==> src/rtl/smul4_pkg.sv <==
package smul4_pkg;

    localparam int OP_W    = 4;
    localparam int PROD_W  = 2 * OP_W;
    localparam int PAIR_W  = OP_W + 2;
    localparam int ALIGN   = 2;
    localparam int N_PAIRS = OP_W / 2;

    typedef logic signed [OP_W-1:0]   op_t;
    typedef logic signed [PAIR_W-1:0] pair_t;
    typedef logic signed [PROD_W-1:0] prod_t;

    typedef struct packed {
        pair_t upper;   // bits 2,3 of the multiplier, weight 4
        pair_t lower;   // bits 0,1 of the multiplier, weight 1
    } pair_bus_t;

    function automatic pair_t widen_op(op_t v);
        return {{(PAIR_W-OP_W){v[OP_W-1]}}, v};
    endfunction

endpackage

==> src/rtl/smul4_pair_adder.sv <==
module smul4_pair_adder
    import smul4_pkg::*;
#(
    parameter bit NEG_HI = 1'b0
) (
    input  op_t   op_i,
    input  logic  sel_lo,
    input  logic  sel_hi,
    output pair_t sum_o
);

    pair_t term_lo;
    pair_t term_hi;

    always_comb begin
        term_lo = sel_lo ? widen_op(op_i) : '0;
        term_hi = sel_hi ? pair_t'(widen_op(op_i) <<< 1) : '0;
    end

    generate
        if (NEG_HI) begin : g_sub
            assign sum_o = term_lo - term_hi;
        end else begin : g_add
            assign sum_o = term_lo + term_hi;
        end
    endgenerate

    always_comb begin
        if (!sel_lo && !sel_hi)
            AST_PAIR_GATED: assert (sum_o == '0);
        if (sel_lo && !sel_hi)
            AST_PAIR_SINGLE: assert (sum_o == widen_op(op_i));
    end

endmodule

==> src/rtl/smul4_stage.sv <==
module smul4_stage
    import smul4_pkg::*;
(
    input  logic      clk,
    input  logic      rst,
    input  pair_bus_t d_i,
    output pair_bus_t q_o
);

    always_ff @(posedge clk) begin
        if (rst) q_o <= '0;
        else     q_o <= d_i;
    end

    AST_STAGE_CLEAR: assert property (@(posedge clk)
        $past(rst) |-> q_o == '0);

    AST_STAGE_CAPTURE: assert property (@(posedge clk) disable iff (rst)
        !$past(rst) |-> q_o == $past(d_i));

endmodule

==> src/rtl/smul4_final_adder.sv <==
module smul4_final_adder
    import smul4_pkg::*;
(
    input  pair_bus_t pp_i,
    output prod_t     sum_o
);

    localparam int TOP_W = PROD_W - ALIGN;

    logic signed [TOP_W-1:0] lower_top;
    logic signed [TOP_W-1:0] top_sum;

    always_comb begin
        lower_top = {{(TOP_W-(PAIR_W-ALIGN)){pp_i.lower[PAIR_W-1]}},
                     pp_i.lower[PAIR_W-1:ALIGN]};
        top_sum   = lower_top + TOP_W'(pp_i.upper);
        sum_o     = {top_sum, pp_i.lower[ALIGN-1:0]};
    end

    always_comb begin
        if (pp_i.upper == '0)
            AST_UPPER_ZERO: assert (sum_o == prod_t'(pp_i.lower));
    end

endmodule

==> src/rtl/smul4_pipe.sv <==
module smul4_pipe
    import smul4_pkg::*;
(
    input  logic              clk,
    input  logic              rst,
    input  logic [OP_W-1:0]   mcand,
    input  logic [OP_W-1:0]   mplier,
    output logic [PROD_W-1:0] prod
);

    pair_t     pair_sum [N_PAIRS];
    pair_bus_t pp_d;
    pair_bus_t pp_q;
    prod_t     prod_d;

    generate
        for (genvar g = 0; g < N_PAIRS; g++) begin : g_pair
            smul4_pair_adder #(
                .NEG_HI (g == N_PAIRS - 1)
            ) u_pair (
                .op_i   (op_t'(mcand)),
                .sel_lo (mplier[2*g]),
                .sel_hi (mplier[2*g+1]),
                .sum_o  (pair_sum[g])
            );
        end
    endgenerate

    assign pp_d.lower = pair_sum[0];
    assign pp_d.upper = pair_sum[1];

    smul4_stage u_stage (
        .clk (clk),
        .rst (rst),
        .d_i (pp_d),
        .q_o (pp_q)
    );

    smul4_final_adder u_final (
        .pp_i  (pp_q),
        .sum_o (prod_d)
    );

    always_ff @(posedge clk) begin
        if (rst) prod <= '0;
        else     prod <= prod_d;
    end

    // assertion support: edges since reset release, saturating at 2
    logic [1:0] warm;
    prod_t      ref_prod;

    always_ff @(posedge clk) begin
        if (rst)              warm <= '0;
        else if (warm != 2'd2) warm <= warm + 2'd1;
    end

    assign ref_prod = prod_t'($signed(mcand)) * prod_t'($signed(mplier));

    AST_PRODUCT: assert property (@(posedge clk) disable iff (rst)
        warm == 2'd2 |-> prod == $past(ref_prod, 2));

    AST_OUT_CLEAR: assert property (@(posedge clk)
        $past(rst) |-> prod == '0);

    AST_NEG_WEIGHT: assert property (@(posedge clk) disable iff (rst)
        (warm == 2'd2 && $past(mplier, 2) == 4'b1000 && $past(mcand, 2) == 4'b1000)
        |-> prod == 8'sd64);

endmodule

==> config.mk <==
export PLATFORM = sky130hd
export DESIGN_NAME = smul4_pipe
export DESIGN_NICKNAME = d
export VERILOG_FILES = /design/src/rtl/smul4_pkg.sv /design/src/rtl/smul4_pair_adder.sv /design/src/rtl/smul4_stage.sv /design/src/rtl/smul4_final_adder.sv /design/src/rtl/smul4_pipe.sv
export SDC_FILE = /design/constraint.sdc
export NUM_CORES = 1
export LEC_CHECK = 0
export BUFFER_PORTS_ARGS = -buffer_cell sky130_fd_sc_hd__buf_2
export CAP_MARGIN = 20
export CELL_PAD_IN_SITES_DETAIL_PLACEMENT = 0
export CELL_PAD_IN_SITES_GLOBAL_PLACEMENT = 1
export CORE_ASPECT_RATIO = 1.5
export CORE_MARGIN = 2
export CORE_UTILIZATION = 41
export DETAILED_ROUTE_END_ITERATION = 12
export PLACE_DENSITY = 0.77
export REMOVE_ABC_BUFFERS = 1
export SETUP_SLACK_MARGIN = 0.02
export SLEW_MARGIN = 10
export SYNTH_ARGS = -nofsm -noshare
export SYNTH_HDL_FRONTEND = slang
export SYNTH_SLANG_ARGS = --single-unit
==> constraint.sdc <==
create_clock -name clk -period 2 [get_ports clk]
set_clock_uncertainty 0.1 [all_clocks]
set_input_delay 0.4 -clock clk [delete_from_list [all_inputs] [get_ports clk]]
set_output_delay 0.4 -clock clk [all_outputs]
set_load 0.02 [all_outputs]
==> run_results.csv, run 1 <==
group,metric,value,unit
outcome,status,"finished, final reports clean",
clocking,cts_sinks,20,
yosys,postSynthAreaPerCell,9.61,um2
sta,min_period,1.68,ns
clocking,clk_pin_slew,0.10,ns
yosys,ys_seq_elements,20,
final_layout,area_delta_synth_final,12.5,%
yosys,ys_top_cells_by_area,"dfxtp_1 39%, ha_1 16%, fa_1 5.8%, and2_1 4.9%, nor2b_1 4.9%",
pwr,seqPwrFrac,0.549,
placed_design,place_area,1130,um2
floorplan,rows,22,
worst_setup_path,rrSetupSlack,0.32,ns
sta,finalSetupViolations,0,
worst_setup_path,reg2reg_depth,6,
yosys,synth.most_common_cell,"dfxtp_1",
worst_setup_path,arrival,1.76,ns
routing,via_per_inst,5.03,
clocking,h-tree-depth,1,
clocking,insertion_delay,0.28,ns
final_layout,fin_area,1160,um2
yosys,syn_area,1030,um2
worst_setup_path,r2r-end,"prod[6]$_SDFF_PP0_",
sta,timing.fmax,595,MHz
final_layout,num-fill-cells,258,
worst_setup_path,startpoint,"u_stage.q_o[2]$_SDFF_PP0_",
worst_setup_path,start_kind,"register",
floorplan,die_y,65.3,um
global_routing,grt_pass1_wl,2680,um
routing,drt_wl_total,1550,um
final_layout,postLayoutCoreUtil,0.478,
yosys,ys.flop_type,"dfxtp_1",
floorplan,core,2420,um2
sta,final-hold-violation-count,0,
sta,fin_setup_tns,0,ns
pwr,p_leak,0.598,nW
global_routing,antenna_found_initial,0,
yosys,yosysSeqAreaShare,0.389,
global_routing,grt_pass1_vias,721,
clocking,cts_buffers,3,
pwr,p_per_area,704,nW/um2
worst_setup_path,crit_type,"register to register",
routing,ant_nets,0,
routing,num_vias,750,
global_routing,grtUsageTotal,0.124,
routing,dr.pass1.iters,2,
yosys,synth_top_cell_area_share,0.389,
yosys,synth_commonest_cells,"20 x dfxtp_1, 13 x ha_1, 10 x nor2_1",
final_layout,multiInputGateArea,589,um2
placed_design,dpl.hpwl,1270,um
final_layout,nets,153,
clocking,cts_tree,"built",
sta,maxSlewHeadroom,0.784,
routing,drc_errors,0,
pwr,finalPower,0.815,mW
worst_setup_path,cp-endpoint,"prod[6]$_SDFF_PP0_",
global_routing,overflow,0,
sta,fin_ws,0.318,ns
yosys,yosys.cell_types.count,23,
pwr,power.share.switching,0.276,
yosys,netlist_instances,107,
sta,rsz0062_at_grt,"no",
yosys,synth-edff-count,0,
pwr,clkPwrFrac,0.214,
floorplan,pin_count,18,
pwr,ir_worst_vdd,0.272,mV
worst_setup_path,r2r-start,"u_stage.q_o[2]$_SDFF_PP0_",
final_layout,instances_no_fill,149,
final_layout,final-seq-area,400,um2
sta,tightest_slew,0.324,ns
job,maxCapViolCount,0,
clocking,cts_root_buf,"clkbuf_4",
worst_setup_path,cp_max_fo,2,
clocking,ctsHoldBuffers,0,
sta,finalCritPeriodShare,0.841,
clocking,cts_max_path_buffers,2,
placed_design,port_buffers,17,
floorplan,chipWidth,44.9,um
clocking,post_cts.repair.setup_buffers,0,
worst_setup_path,endpoint_kind,"register",
placed_design,place_ws,0.0656,ns
global_routing,grt_max_degree,21,
floorplan,die_area,2930,um2
pwr,combPwrFrac,0.237,
yosys,ys_warn_count,0,
yosys,async_flop_share,0,
yosys,synth_top_cell_by_area,"dfxtp_1",
final_layout,drive_gt1_frac,0.168,
placed_design,place.gp.congestion,0.753,
pwr,switchingPower,0.225,mW
worst_setup_path,cp.required,2.08,ns
final_layout,antenna_cells,0,
hold_path,hold_class,"primary input to register",
sta,whs,0.295,ns
clocking,cts_resized,0,
floorplan,initial_core_util,0.425,
routing,routedWlPerCell,10.4,um
pwr,intPower,0.590,mW
sta,report.final.slew_viol_count,0,
routing,drtIter0Drc,6,
placed_design,dp_cells,146,
## layout by cell type (no fill, tap or decap), types with 5 or more instances in the layout
cell,instances
dfxtp_1,20
and2_1,8
a21oi_1,7
nand2_1,6
xor2_1,5
inv_1,8
buf_2,17
ha_1,13
nor2_1,10
nor2b_1,8
## worst max-delay path, cell delays in order, from the launching register on
cell	delay, ns
dfxtp_1	0.31
ha_1	0.21
fa_1	0.40
a21o_1	0.18
a21oi_1	0.17
xor2_1	0.15
nor2_1	0.05
## routing by layer
layer / routed length, um / GRT usage / up-vias
li1: - / - / 391
met1: 604 / 0.123 / 343
met2: 869 / 0.228 / 14
met3: 47 / 0.00824 / 2
met4: 27 / 0.0882 / 0
met5: 0 / 0 / -
## final cells by class
cell class | count | area share
Multi-Input combinational cell | 77 | 0.509
Tap cell | 24 | 0.0259
Inverter | 8 | 0.0259
Timing Repair Buffer | 17 | 0.0735
Sequential cell | 20 | 0.346
Clock buffer | 3 | 0.0195
## cell families after synthesis
family / count (synthesis) / synth area share
and+or+nand+nor: 41 / 0.212
buffers and inverters: 10 / 0.0377
DFF: 20 / 0.389
muxes: 1 / 0.00973
AOI/OAI and AO/OA: 13 / 0.0839
adders and majority gates: 16 / 0.217
xor gates and xnor gates: 6 / 0.0511
## power by group through the flow
stage | Clock [mW] | Combinational, mW | Sequential [mW]
finish | 0.175 | 0.193 | 0.447
global route | 0.193 | 0.220 | 0.451
CTS | 0.185 | 0.197 | 0.448
detailed placement | 0 | 0.195 | 0.457
global placement | 0 | 0.192 | 0.456
floorplan | 0 | 0.118 | 0.478
## worst min-delay path by stage
stage                                   start                        end  cells past startpoint
floorplan           u_stage.q_o[0]$_SDFF_PP0_         prod[0]$_SDFF_PP0_                      1
global placement    u_stage.q_o[1]$_SDFF_PP0_         prod[1]$_SDFF_PP0_                      1
detailed placement  u_stage.q_o[0]$_SDFF_PP0_         prod[0]$_SDFF_PP0_                      1
CTS                                 mplier[0]  u_stage.q_o[0]$_SDFF_PP0_                      2
global route                        mplier[0]  u_stage.q_o[0]$_SDFF_PP0_                      2
finish                              mplier[0]  u_stage.q_o[0]$_SDFF_PP0_                      2
## flip-flops by register name, indices dropped and copies added, names as in the netlist
| name | count |
|---|---|
| u_stage.q_o | 12 |
| prod | 8 |
(Power assumes the default switching activity.)
==> inputs of run 2 (changes only) <==
clock period = 1.8 ns   (was 2 ns; I/O delays follow)
==> run_results.csv, run 2 (synthesized netlist as in run 1, its figures left out) <==
group,metric,value,unit
outcome,status,"finished, final reports clean",
clocking,cts_buffers,3,
clocking,clk_pin_slew,0.10,ns
worst_setup_path,cp_max_fo,2,
floorplan,die_area,2930,um2
sta,rsz0062_at_grt,"no",
clocking,cts_sinks,20,
final_layout,instances_no_fill,151,
floorplan,pin_count,18,
worst_setup_path,slowest_stage,"fa_1",
final_layout,final_cell_mix,"20 x dfxtp_1, 17 x buf_2, 13 x ha_1",
routing,routedWlPerCell,9.88,um
final_layout,drive_gt1_frac,0.181,
global_routing,grtUsageTotal,0.130,
sta,report.final.slew_viol_count,0,
clocking,ctsHoldBuffers,0,
routing,drtIter0Drc,7,
hold_path,hold_path_startpoint,"mcand[0]",
clocking,h-tree-depth,1,
floorplan,core,2420,um2
sta,maxSlewHeadroom,0.776,
routing,drt_wl_total,1490,um
final_layout,largest_reg_flops,12,
sta,fin_setup_tns,0,ns
final_layout,largestRegisters,"u_stage.q_o x12, prod x8",
worst_setup_path,max_stage_delay,0.41,ns
placed_design,dpl.hpwl,1230,um
pwr,finalPower,0.957,mW
worst_setup_path,r2r-start,"u_stage.q_o[2]$_SDFF_PP0_",
placed_design,port_buffers,17,
sta,tightest_slew,0.337,ns
placed_design,dp_cells,147,
sta,finalCritPeriodShare,0.934,
floorplan,rows,22,
worst_setup_path,reg2reg_depth,6,
sta,finalSetupViolations,0,
global_routing,grt_pass1_wl,2860,um
hold_path,hold_class,"primary input to register",
job,maxCapViolCount,0,
clocking,cts_root_buf,"clkbuf_4",
clocking,post_cts.repair.setup_buffers,0,
clocking,cts_max_path_buffers,2,
sta,timing.fmax,595,MHz
final_layout,num-fill-cells,256,
sta,min_period,1.68,ns
routing,via_per_inst,5.11,
floorplan,initial_core_util,0.425,
worst_setup_path,start_kind,"register",
pwr,ir_worst_vdd,0.327,mV
final_layout,top_register,"u_stage.q_o",
floorplan,die_y,65.3,um
final_layout,final_common_cell,"dfxtp_1",
floorplan,chipWidth,44.9,um
worst_setup_path,r2r-end,"prod[6]$_SDFF_PP0_",
worst_setup_path,endpoint_kind,"register",
worst_setup_path,rrSetupSlack,0.12,ns
clocking,cts_resized,0,
global_routing,grt_pass1_vias,730,
worst_setup_path,path_cells,"ha_1, fa_1, a21o_1, a21oi_1, xor2_1, nor2_1",
hold_path,hold_depth,2,
pwr,p_leak,0.610,nW
global_routing,overflow,0,
routing,num_vias,771,
worst_setup_path,crit_type,"register to register",
hold_path,hold_end,"u_stage.q_o[6]$_SDFF_PP0_",
routing,drc_errors,0,
clocking,cts_tree,"built",
final_layout,nets,154,
final_layout,antenna_cells,0,
worst_setup_path,cp.buffers_inverters,0,
worst_setup_path,critical_path.top_delay_family,"adder cells",
worst_setup_path,cp.required,1.88,ns
routing,ant_nets,0,
global_routing,grt_max_degree,21,
clocking,insertion_delay,0.28,ns
worst_setup_path,arrival,1.77,ns
final_layout,area_delta_synth_final,14.6,%
sta,final-hold-violation-count,0,
pwr,p_per_area,812,nW/um2
routing,dr.pass1.iters,2,
global_routing,antenna_found_initial,0,
placed_design,place.gp.congestion,0.712,
-- run 2: cell count changes in the layout (fill, tap and decap cells not counted) --
cell and delta:
clkbuf_8 +1, buf_4 +1
-- run 2: cell type report --
| type | count | area [um2] | share of cell area |
|---|---|---|---|
| Inverter | 8 | 30.0 | 0.0255 |
| Sequential cell | 20 | 400 | 0.340 |
| Clock buffer | 4 | 36.3 | 0.0308 |
| Tap cell | 24 | 30.0 | 0.0255 |
| Timing Repair Buffer | 18 | 92.6 | 0.0786 |
| Multi-Input combinational cell | 77 | 589 | 0.500 |
-- run 2: how the worst max path moves through the flow --
stage	startpoint	to	slack, ns	cells after the start
5_1_grt	u_stage.q_o[2]$_SDFF_PP0_	prod[6]$_SDFF_PP0_	0.03	6
6_report	u_stage.q_o[2]$_SDFF_PP0_	prod[6]$_SDFF_PP0_	0.12	6
4_1_cts	u_stage.q_o[2]$_SDFF_PP0_	prod[6]$_SDFF_PP0_	0.10	6
3_5_place_dp	mcand[1]	u_stage.q_o[5]$_SDFF_PP0_	-0.1	9
2_1_floorplan	u_stage.q_o[2]$_SDFF_PP0_	prod[6]$_SDFF_PP0_	0.20	6
3_3_place_gp	mcand[1]	u_stage.q_o[5]$_SDFF_PP0_	-0.07	9
-- run 2: where the power goes --
group	leakage (nW)	internal (mW)	switching [mW]
clock	0.0210	0.123	0.123
combinational	0.424	0.0957	0.119
sequential	0.165	0.484	0.0122
-- run 2: worst reg2reg max path, stage by stage, from the launching register on --
cell and delay [ns]:
dfxtp_1 0.31, ha_1 0.21, fa_1 0.41, a21o_1 0.18, a21oi_1 0.17, xor2_1 0.15
nor2_1 0.05
-- run 2: metrics by stage --
step           worst slack (ns)   util  area, um2  hold WS [ns]
4_1_cts                   0.101  0.487       1180         0.240
3_3_place_gp            -0.0695  0.472       1140         0.319
3_5_place_dp            -0.0984  0.472       1140         0.330
2_1_floorplan             0.203      -       1020         0.314
5_1_grt                  0.0268  0.487       1180         0.241
6_report                  0.119  0.487       1180         0.247
-- run 2: routing by layer --
| layer | track usage | vias up | wire, um |
|---|---|---|---|
| met3 | 0.00824 | 4 | 46 |
| met1 | 0.140 | 353 | 651 |
| met4 | 0.0882 | 0 | 45 |
| met5 | 0 | - | 0 |
| met2 | 0.230 | 16 | 749 |
| li1 | - | 398 | - |
